### src/rtl/tcc_pkg.sv
package tcc_pkg;

    typedef enum logic [1:0] {
        MD_IDLE = 2'b00,
        MD_CAPT = 2'b01,
        MD_CMP  = 2'b10,
        MD_RSV  = 2'b11
    } mode_e;

    typedef struct packed {
        logic       flag;
        logic       ie;
        mode_e      mode;
        logic [1:0] sel;
    } ctrl_t;

    localparam logic [1:0] ACT_KEEP   = 2'b00;
    localparam logic [1:0] ACT_TOGGLE = 2'b01;
    localparam logic [1:0] ACT_CLEAR  = 2'b10;
    localparam logic [1:0] ACT_SET    = 2'b11;

    function automatic logic pin_next(logic [1:0] act, logic cur);
        case (act)
            ACT_TOGGLE: return ~cur;
            ACT_CLEAR:  return 1'b0;
            ACT_SET:    return 1'b1;
            default:    return cur;
        endcase
    endfunction

    function automatic logic edge_hit(logic [1:0] sel, logic rise, logic fall);
        return (sel[0] & rise) | (sel[1] & fall);
    endfunction

    function automatic logic [7:0] ctrl_pack(ctrl_t c);
        return {c.flag, c.ie, c.mode, c.sel, 2'b00};
    endfunction

endpackage

### src/rtl/tcc_edge.sv
module tcc_edge (
    input  logic clk,
    input  logic rst,
    input  logic pin_in,
    output logic rise,
    output logic fall
);
    logic pin_q;

    always_ff @(posedge clk) begin
        if (rst) pin_q <= 1'b0;
        else     pin_q <= pin_in;
    end

    assign rise = pin_in & ~pin_q;
    assign fall = ~pin_in & pin_q;
endmodule

### src/rtl/tcc_ctrl.sv
module tcc_ctrl
    import tcc_pkg::*;
(
    input  logic       clk,
    input  logic       rst,
    input  logic       wr,
    input  logic       rd,
    input  logic [7:2] wdata,
    input  logic       set_evt,
    output ctrl_t      ctl,
    output logic       arm
);
    always_ff @(posedge clk) begin
        if (rst) begin
            ctl <= '{flag: 1'b0, ie: 1'b0, mode: MD_IDLE, sel: 2'b00};
            arm <= 1'b0;
        end else begin
            if (wr) begin
                ctl.ie   <= wdata[6];
                ctl.mode <= mode_e'(wdata[5:4]);
                ctl.sel  <= wdata[3:2];
                arm      <= 1'b0;
            end else if (rd && ctl.flag) begin
                arm <= 1'b1;
            end
            if (set_evt)                      ctl.flag <= 1'b1;
            else if (wr && arm && !wdata[7])  ctl.flag <= 1'b0;
        end
    end
endmodule

### src/rtl/tcc_valbuf.sv
module tcc_valbuf #(
    parameter int CNT_W = 16,
    parameter int BUS_W = 8,
    localparam int NB    = CNT_W / BUS_W,
    localparam int IDX_W = (NB > 1) ? $clog2(NB) : 1
) (
    input  logic             clk,
    input  logic             rst,
    input  logic             oc_mode,
    input  logic             tick,
    input  logic             ctrl_wr,
    input  logic             val_wr,
    input  logic [IDX_W-1:0] byte_idx,
    input  logic [BUS_W-1:0] wdata,
    input  logic             capt_evt,
    input  logic [CNT_W-1:0] cnt_in,
    output logic [CNT_W-1:0] act,
    output logic [CNT_W-1:0] hold,
    output logic [NB-1:0]    got,
    output logic             commit
);
    assign commit = oc_mode & (&got) & tick & ~ctrl_wr;

    always_ff @(posedge clk) begin
        if (rst) begin
            act  <= '0;
            hold <= '0;
            got  <= '0;
        end else begin
            for (int k = 0; k < NB; k++) begin
                if (val_wr && byte_idx == IDX_W'(k))
                    hold[CNT_W-1-k*BUS_W -: BUS_W] <= wdata;
                if (ctrl_wr)
                    got[k] <= 1'b0;
                else
                    got[k] <= (got[k] & ~commit) |
                              (val_wr & oc_mode & (byte_idx == IDX_W'(k)));
            end
            if (capt_evt) begin
                act <= cnt_in;
            end else if (commit) begin
                act <= hold;
            end else if (val_wr && !oc_mode) begin
                for (int k = 0; k < NB; k++)
                    if (byte_idx == IDX_W'(k))
                        act[CNT_W-1-k*BUS_W -: BUS_W] <= wdata;
            end
        end
    end
endmodule

### src/rtl/tcc_channel.sv
module tcc_channel
    import tcc_pkg::*;
#(
    parameter int CNT_W = 16,
    parameter int BUS_W = 8,
    localparam int NB    = CNT_W / BUS_W,
    localparam int AW    = $clog2(NB + 1),
    localparam int IDX_W = (NB > 1) ? $clog2(NB) : 1
) (
    input  logic             clk,
    input  logic             rst,
    input  logic             tick,
    input  logic [CNT_W-1:0] cnt_in,
    input  logic             pin_in,
    input  logic             bus_wr,
    input  logic             bus_rd,
    input  logic [AW-1:0]    bus_addr,
    input  logic [BUS_W-1:0] bus_wdata,
    output logic [BUS_W-1:0] bus_rdata,
    output logic             pin_out,
    output logic             irq
);
    ctrl_t            ctl;
    logic             arm;
    logic             ctrl_wr, ctrl_rd, val_wr;
    logic [IDX_W-1:0] byte_idx;
    logic             oc_mode, capt_mode;
    logic             rise, fall;
    logic             match, capt_evt, set_evt;
    logic [CNT_W-1:0] act, hold;
    logic [NB-1:0]    got;
    logic             commit;
    logic             pin_q;
    logic             flag_w;

    assign ctrl_wr   = bus_wr && (bus_addr == '0);
    assign ctrl_rd   = bus_rd && (bus_addr == '0);
    assign val_wr    = bus_wr && (bus_addr != '0) && (bus_addr <= AW'(NB));
    assign byte_idx  = IDX_W'(bus_addr - AW'(1));
    assign oc_mode   = (ctl.mode == MD_CMP);
    assign capt_mode = (ctl.mode == MD_CAPT);
    assign match     = oc_mode & tick & (cnt_in == act);
    assign capt_evt  = capt_mode & edge_hit(ctl.sel, rise, fall);
    assign set_evt   = match | capt_evt;
    assign flag_w    = ctl.flag;

    tcc_edge edge_i (
        .clk   (clk),
        .rst   (rst),
        .pin_in(pin_in),
        .rise  (rise),
        .fall  (fall)
    );

    tcc_ctrl ctrl_i (
        .clk    (clk),
        .rst    (rst),
        .wr     (ctrl_wr),
        .rd     (ctrl_rd),
        .wdata  (bus_wdata[7:2]),
        .set_evt(set_evt),
        .ctl    (ctl),
        .arm    (arm)
    );

    tcc_valbuf #(.CNT_W(CNT_W), .BUS_W(BUS_W)) valbuf_i (
        .clk     (clk),
        .rst     (rst),
        .oc_mode (oc_mode),
        .tick    (tick),
        .ctrl_wr (ctrl_wr),
        .val_wr  (val_wr),
        .byte_idx(byte_idx),
        .wdata   (bus_wdata),
        .capt_evt(capt_evt),
        .cnt_in  (cnt_in),
        .act     (act),
        .hold    (hold),
        .got     (got),
        .commit  (commit)
    );

    always_ff @(posedge clk) begin
        if (rst)        pin_q <= 1'b0;
        else if (match) pin_q <= pin_next(ctl.sel, pin_q);
    end

    always_comb begin
        bus_rdata = '0;
        if (bus_addr == '0)
            bus_rdata = BUS_W'(ctrl_pack(ctl));
        for (int k = 0; k < NB; k++)
            if (bus_addr == AW'(k + 1))
                bus_rdata = act[CNT_W-1-k*BUS_W -: BUS_W];
    end

    assign pin_out = pin_q;
    assign irq     = ctl.flag & ctl.ie;
endmodule

### config.mk
export PLATFORM = sky130hd
export DESIGN_NAME = tcc_channel
export DESIGN_NICKNAME = d
export VERILOG_FILES = /design/src/rtl/tcc_pkg.sv /design/src/rtl/tcc_edge.sv /design/src/rtl/tcc_ctrl.sv /design/src/rtl/tcc_valbuf.sv /design/src/rtl/tcc_channel.sv
export SDC_FILE = /design/constraint.sdc
export NUM_CORES = 1
export LEC_CHECK = 0
export ABC_AREA = 0
export BUFFER_PORTS_ARGS = -buffer_cell sky130_fd_sc_hd__clkbuf_2
export CORE_UTILIZATION = 57
export CTS_BUF_LIST = sky130_fd_sc_hd__clkbuf_2 sky130_fd_sc_hd__clkbuf_4 sky130_fd_sc_hd__clkbuf_8
export CTS_CLUSTER_SIZE = 40
export DETAILED_ROUTE_END_ITERATION = 7
export PLACE_DENSITY_LB_ADDON = 0.25
export SLEW_MARGIN = 20
export SYNTH_ARGS = -nofsm -noshare
export SYNTH_HDL_FRONTEND = slang
export SYNTH_HIERARCHICAL = 1
export SYNTH_SLANG_ARGS = --single-unit
### constraint.sdc
create_clock -name clk -period 2.8 [get_ports clk]
set_clock_uncertainty 0.2 [all_clocks]
set_input_delay 0.42 -clock clk [delete_from_list [all_inputs] [get_ports clk]]
set_output_delay 0.42 -clock clk [all_outputs]
set_load 0.1 [all_outputs]
=== Word level (Yosys, flattened, before mapping) ===
Cells that the tools add are included.

* Word-level logic and storage cells: 83
* Bits of input ports: 32
* Output and inout port bits: 10
* Register bits: 43

* Add/sub/neg operators: 1
* $lt $le $gt $ge: 1
* Reduce and logical (&&, ||, !) cells: 23
* Equality and inequality tests: 9
* Bitwise logic cells: 26
* Multiplexer cells: 11

{| class="wikitable"
|+ Operator list
! kind !! number
|-
| $mux W16 || 3
|-
| $mux W8 || 5
|-
| $and A1 B1 Y1 || 16
|-
| $eq A16 B16 Y1 || 1
|-
| $logic_and A1 B1 Y1 || 10
|-
| $reduce_bool A3 Y1 || 3
|-
| $eq A2 B2 Y1 const B || 4
|-
| $reduce_and A2 Y1 || 4
|-
| $eq A2 B1 Y1 const B || 3
|-
| $not A1 Y1 || 6
|-
| $or A1 B1 Y1 || 4
|-
| $reduce_bool A2 Y1 || 2
|-
| $ne A3 B3 Y1 const B || 1
|-
| $pmux W1 S3 || 1
|-
| $le A2 B2 Y1 const B || 1
|-
| $logic_not A1 Y1 || 2
|-
| $logic_not A2 Y1 || 1
|-
| $mux W1 || 2
|-
| $reduce_or A2 Y1 || 1
|-
| $sub A1 B1 Y1 const B || 1
|}

=== Longest topological paths before layout ===
Gate-level depths: netlist of run 1.

* Depth in word-level cells: 7
* Depth in mapped cells: 8

=== Modules after synthesis ===
The synthesis of run 1 kept the hierarchy.

{| class="wikitable"
|+ By module, submodules not included
! module !! times used !! cells each !! area an instance (µm²)
|-
| tcc_valbuf || 1 || 171 || 1511.4
|-
| tcc_channel || 1 || 65 || 467.9
|-
| tcc_ctrl || 1 || 23 || 269.0
|-
| tcc_edge || 1 || 4 || 38.8
|}

=== Worst setup path before layout of run 1 ===
OpenSTA, ideal clock, no wires.

* Path kind: input-to-output
* Start point: input port bus_addr[1]
* End point: output port bus_rdata[2]
* Setup slack: -656 ps
* Cell stages on the path: 3
* Arrival: 2836 ps
* Buffers on the path: 1
* Cells stage by stage: buf_2 mux2i_1 o21ai_0

* Word-level cells in the longest chain between the ends: 4
* Elaborated cells on any way between the ends: 6
* Classes of those cells: eq/ne: 2; mux: 3; reduce/logical: 1

{| class="wikitable"
|+ Ends and longest elaborated chain
! element !! RTL line !! text
|-
| start, declared || tcc_channel.sv:17 || <nowiki>input logic [AW-1:0] bus_addr,</nowiki>
|-
| $logic_not A2 Y1 || tcc_channel.sv:90 || <nowiki>if (bus_addr == '0)</nowiki>
|-
| $mux W8 || tcc_channel.sv:90 ||
|-
| $mux W8 || tcc_channel.sv:93 || <nowiki>if (bus_addr == AW'(k + 1))</nowiki>
|-
| $mux W8 (*) || tcc_channel.sv:93 ||
|-
| end, declared || tcc_channel.sv:19 || <nowiki>output logic [BUS_W-1:0] bus_rdata,</nowiki>
|}

Mark *: on every way between the ends. The rest lies on a longest branch, timed or not.

=== Worst setup path after layout of run 1 ===
* Start point: input port bus_addr[1]
* End point: register valbuf_i.act[13]

* Word-level cells in the longest chain between the ends: 6
* Elaborated cells on any way between the ends: 14
* Classes of those cells: order compare: 1; eq/ne: 1; mux: 2; bitwise: 2; reduce/logical: 8

{| class="wikitable"
|+ Ends and longest elaborated chain
! element !! RTL line !! text
|-
| parallel branches: the longest is 2 deep, another holds $le A2 B2 Y1 || -- ||
|-
| $logic_and A1 B1 Y1 (*) || tcc_channel.sv:38 || <nowiki>assign val_wr = bus_wr && (bus_addr != '0) && (bus_addr <= AW'(NB));</nowiki>
|-
| net val_wr || tcc_channel.sv:25 || <nowiki>logic ctrl_wr, ctrl_rd, val_wr;</nowiki>
|-
| $logic_and A1 B1 Y1 (*) || tcc_valbuf.sv:43 || <nowiki>end else if (val_wr && !oc_mode) begin</nowiki>
|-
| $reduce_bool A3 Y1 (no source line) (*) || -- ||
|-
| $reduce_and A2 Y1 (no source line) (*) || -- ||
|-
| end signal, assigned || tcc_valbuf.sv:40 || <nowiki>act <= cnt_in;</nowiki>
|-
| end signal, assigned || tcc_valbuf.sv:42 || <nowiki>act <= hold;</nowiki>
|-
| end signal, assigned by index || tcc_valbuf.sv:46 || <nowiki>act[CNT_W-1-k*BUS_W -: BUS_W] <= wdata;</nowiki>
|-
| end, declared || tcc_valbuf.sv:17 || <nowiki>output logic [CNT_W-1:0] act,</nowiki>
|}

Mark *: on every way through the listed nets, which the timed path passes.
A chain may end at the register's enable or synchronous reset.

==> results.yml, run 1 <==
outcome:
  run_status: "finished clean"
clock_network:
  holdBufCountCts: 0
  htreeDepth: 2
  clk_pin_slew_ns: 0.09
  cts_buffers: 5
  postCtsSetupBuffers: 0
  cts_tree: "built"
  root_buffer: "clkbuf_8"
  insertion_delay_ns: 0.30
  cts.sinks: 43
  cts_buffer_depth: 2
  cts_resized: 0
global_route:
  grt_antenna_before_repair: 0
  top_usage_layer: "met2"
  grt_pass1_wl_mm: 10.0
  use_met3_pct: 4.86
  grt_pass1_vias: 2031
  use_met1_pct: 40.9
  grt_overflow: 0
  track_usage_pct: 31.4
  use_met2_pct: 51.8
  grt_max_degree: 46
sta:
  max_freq_mhz: 424
  timing_max_transition_violations_final: 0
  hold_viol_final: 0
  fin_tns_setup_ns: 0
  fin_crit_sh_pct: 84.2
  slew_headroom_pct: 38.4
  rsz0062_at_grt: "no"
  fin_hold_ws_ns: 0.161
  worst_pin_slew_ns: 0.920
  final-setup-viol-count: 0
  final.min_clock_period_ns: 2.36
power_and_ir_drop:
  vdd_ir_drop_max_v: 0.000506
  power.leakage_nw: 1.12
  power.density_nw_per_um2: 543
cells_and_area:
  layout_common_cells: "dfxtp_1, nand2_1, clkbuf_2"
  final_common_cell: "dfxtp_1"
  drive_gt1_share_pct: 26.7
  final_area_um2: 2680
  areaGrowthSynthToFinish_pct: 17.3
  antenna_cells: 0
  num-fill-cells: 315
  nNetsFinal: 334
  instances_no_fill: 351
  postLayoutCoreUtil_pct: 71.5
synth:
  synth_cells: 262
  syn_area_per_cell_um2: 8.72
  synth_fp_nets: 294
  yosys_warnings: 6
  synth_area_um2: 2280
setup_path:
  crit_fanout: 8
  worstSetupPathType: "input pin to flip-flop"
  worst_ep_required_time_ns: 2.78
  crit_path_end_kind: "flip-flop"
  crit_arrival_ns: 2.34
  start_kind: "input pin"
drt:
  drtIter0Drc: 201
  totalWireLength_mm: 6.20
  ant_nets: 0
  avgRoutedWirePerCell_um: 17.7
  route.vias.total: 2106
  vias_per_cell: 6.00
  drc: 0
  drt_pass1_iterations: 4
floorplan:
  num_io_pins: 42
  start_util_pct: 61.0
  rows: 22
  die-width_um: 65.3
  fp.dieH_um: 65.3
  die_area_um2: 4260
  core_area_um2: 3740
placed_design:
  dp_cells: 343
  io_buffer_count: 41
  placed_area_um2: 2540
  dpl.hpwl_mm: 4.39
  gp_congestion: 0.882
job:
  maxCapViolations: 0
hold_path:
  worstHoldPathType: "input pin to flip-flop"
==> stage by stage <==
step,worst slack (ns),power (mW)
floorplan,0.0976,0.809
global placement,0.344,0.880
detailed placement,0.258,0.884
CTS,0.537,1.46
global route,0.323,1.50
finish,0.443,1.45
==> sequential cells by signal, indices dropped and copies added, names as in the netlist <==
| register | flops |
|---|---|
| valbuf_i/got | 2 |
| valbuf_i/hold | 16 |
| ctrl_i/arm | 1 |
| valbuf_i/act | 16 |
| pin_out | 1 |
| edge_i/pin_q | 1 |
| ctrl_i/ctl | 6 |
==> layout make-up <==
type / count / area, µm² / area share, %
Clock buffer: 6 / 76.3 / 2.85
Clock inverter: 2 / 60.1 / 2.24
Tap cell: 48 / 60.1 / 2.24
Timing Repair Buffer: 48 / 278 / 10.4
Inverter: 28 / 105 / 3.93
Sequential cell: 43 / 861 / 32.1
Multi-Input combinational cell: 176 / 1240 / 46.2
==> report_power, final <==
group,total (mW),internal [mW],switching (mW)
Combinational,0.219,0.0851,0.134
Clock,0.580,0.366,0.214
Sequential,0.655,0.635,0.0203
Total,1.45,1.09,0.368
==> critical path, stage by stage <==
cell and delay [ns]:
clkbuf_2 0.20, nor2b_1 0.27, o21a_1 0.26, nor4b_2 0.77, a221oi_1 0.22, o221a_1 0.20
==> worst paths after layout <==
| kind | end | startpoint | slack (ns) | depth (start not counted) |
|---|---|---|---|---|
| worst max-delay path | valbuf_i/act[13]$_SDFFE_PP0P_ | bus_addr[1] | 0.44 | 6 |
| worst min-delay path | edge_i/pin_q$_SDFF_PP0_ | pin_in | 0.16 | 2 |
| worst max register to register | valbuf_i/act[13]$_SDFFE_PP0P_ | edge_i/pin_q$_SDFF_PP0_ | 0.49 | 6 |
| worst min register to register | valbuf_i/hold[13]$_SDFFE_PP0P_ | valbuf_i/hold[13]$_SDFFE_PP0P_ | 0.26 | 2 |
==> layer usage <==
metal	up-vias	wire length, µm
li1	1007	-
met1	983	2650
met2	105	2890
met3	11	555
met4	0	99
met5	-	0
Note: power is estimated with default switching activity, not from simulation.
==> inputs of run 2 (changes only) <==
Clock period 2.8 ns to 2.2 ns, I/O delays scaled along.
==> results.yml, run 2 (synthesized netlist as in run 1, its figures left out) <==
cells_and_area:
  layout_common_cells: "nand2_1, dfxtp_1, clkbuf_2"
  areaGrowthSynthToFinish_pct: 27.6
  antenna_cells: 0
  drive_gt1_share_pct: 33.1
  register_area_um2: 862
  instances_no_fill: 368
  multi_input_area_um2: 1270
  nNetsFinal: 351
  num-fill-cells: 273
  reg.largest.list: "valbuf_i/act x16, valbuf_i/hold x16, ctrl_i/ctl x6"
sta:
  final.min_clock_period_ns: 2.05
  worst_pin_slew_ns: 0.751
  fin_hold_ws_ns: 0.0700
  slew_headroom_pct: 49.9
  rsz0062_at_grt: "no"
  final-setup-viol-count: 0
  max_freq_mhz: 487
  timing_max_transition_violations_final: 0
  fin_tns_setup_ns: 0
  hold_viol_final: 0
  fin_crit_sh_pct: 93.3
  setup_ws_ns: 0.147
floorplan:
  rows: 22
  num_io_pins: 42
  die-width_um: 65.3
  start_util_pct: 61.0
  core_area_um2: 3740
  die_area_um2: 4260
  fp.dieH_um: 65.3
hold_path:
  min_from: "bus_wdata[1]"
  worstHoldPathType: "input pin to flip-flop"
  holdPathEnd: "valbuf_i/hold[9]$_SDFFE_PP0P_"
  whs_path_depth: 3
setup_path:
  crit_path_end_kind: "flip-flop"
  crit_fanout: 8
  start_kind: "flip-flop"
  r2r_cells: 7
  reg2reg_from: "edge_i/pin_q$_SDFF_PP0_"
  worstSetupPathType: "flip-flop to flip-flop"
  r2r_slack_ns: 0.15
  r2r_end: "valbuf_i/act[12]$_SDFFE_PP0P_"
  worst_ep_required_time_ns: 2.19
  crit_arrival_ns: 2.04
placed_design:
  pre_cts_ws_ns: 0.0184
  gp_congestion: 0.833
  dpl.hpwl_mm: 4.78
  io_buffer_count: 41
  dp_cells: 359
global_route:
  track_usage_pct: 33.1
  grt_pass1_wl_mm: 10.4
  grt_overflow: 0
  grt_max_degree: 39
  grt_pass1_vias: 2199
  grt_antenna_before_repair: 0
clock_network:
  insertion_delay_ns: 0.30
  cts_buffers: 5
  clk_pin_slew_ns: 0.09
  cts.sinks: 43
  htreeDepth: 2
  root_buffer: "clkbuf_8"
  cts_tree: "built"
  cts_buffer_depth: 2
drt:
  totalWireLength_mm: 6.50
  ant_nets: 0
  drc: 0
  drt_pass1_iterations: 5
  avgRoutedWirePerCell_um: 17.7
  maxUsedRoutingLayer: "met4"
  m1WireLength_mm: 2.66
  vias_per_cell: 6.06
  drtIter0Drc: 171
  route.vias.total: 2230
  wl_met2_mm: 3.27
  route.met3.wl_um: 441
outcome:
  run_status: "finished clean"
power_and_ir_drop:
  vdd_ir_drop_max_v: 0.000434
  power.leakage_nw: 1.23
  power.density_nw_per_um2: 609
job:
  maxCapViolations: 0
==> run 2: cell types whose count changed in the layout (fill, tap and decap cells not counted), sizes merged <==
| cell | delta |
|---|---|
| clkbuf | -1 |
| buf | +17 |
| clkinv | +2 |
| bufinv | -1 |
==> run 2: layout make-up <==
| cell class | instances | share of cell area, % |
|---|---|---|
| Timing Repair Buffer | 65 | 17.3 |
| Multi-Input combinational cell | 176 | 43.5 |
| Tap cell | 48 | 2.06 |
| Inverter | 28 | 3.61 |
| Clock buffer | 5 | 2.36 |
| Sequential cell | 43 | 29.6 |
| Clock inverter | 3 | 1.50 |
==> run 2: worst max path at each step <==
| stage | end | cells after the start | slack [ns] | from |
|---|---|---|---|---|
| 6_report | valbuf_i/act[12]$_SDFFE_PP0P_ | 7 | 0.15 | edge_i/pin_q$_SDFF_PP0_ |
| 5_1_grt | valbuf_i/act[7]$_SDFFE_PP0P_ | 6 | 0.03 | edge_i/pin_q$_SDFF_PP0_ |
| 4_1_cts | valbuf_i/act[6]$_SDFFE_PP0P_ | 5 | 0.12 | ctrl_i/ctl[0]$_SDFFE_PP0P_ |
| 3_5_place_dp | valbuf_i/act[6]$_SDFFE_PP0P_ | 7 | 0.02 | pin_in |
| 3_3_place_gp | valbuf_i/act[6]$_SDFFE_PP0P_ | 7 | 0.14 | pin_in |
| 2_1_floorplan | valbuf_i/act[10]$_SDFFE_PP0P_ | 7 | 0.03 | bus_addr[0] |
==> run 2: where the power goes <==
part           internal (mW)  switching [mW]
Sequential             0.808          0.0268
Clock                  0.338           0.280
Combinational          0.140           0.183
Total                   1.29           0.490
==> run 2: stage by stage <==
step | area [µm²] | utilization, % | power, mW
2_1_floorplan | 2310 | - | 1.04
3_3_place_gp | 2790 | 74.5 | 1.16
3_5_place_dp | 2790 | 74.5 | 1.17
4_1_cts | 2900 | 77.5 | 1.78
5_1_grt | 2910 | 77.8 | 1.84
6_report | 2910 | 77.8 | 1.78
==> run 2: worst max-delay path, cell delays in order, from the launching register on <==
cell and delay [ns]:
dfxtp_1 0.32, nor2b_1 0.12, a22oi_1 0.18, nor3b_2 0.12, buf_4 0.15, or3_1 0.39
buf_4 0.19, o221a_2 0.27
==> run 2: layer usage <==
layer / up-vias / GRT usage (%)
met1: 1061 / 39.5
met2: 106 / 58.2
li1: 1049 / -
met5: - / 0
met3: 14 / 6.25
met4: 0 / 12.5
==> run 2: what timing repair did <==
action	CTS	global route
resized for setup	0	2
setup buffers	0	1
setup endpoints to repair	0	7
hold buffers	0	0
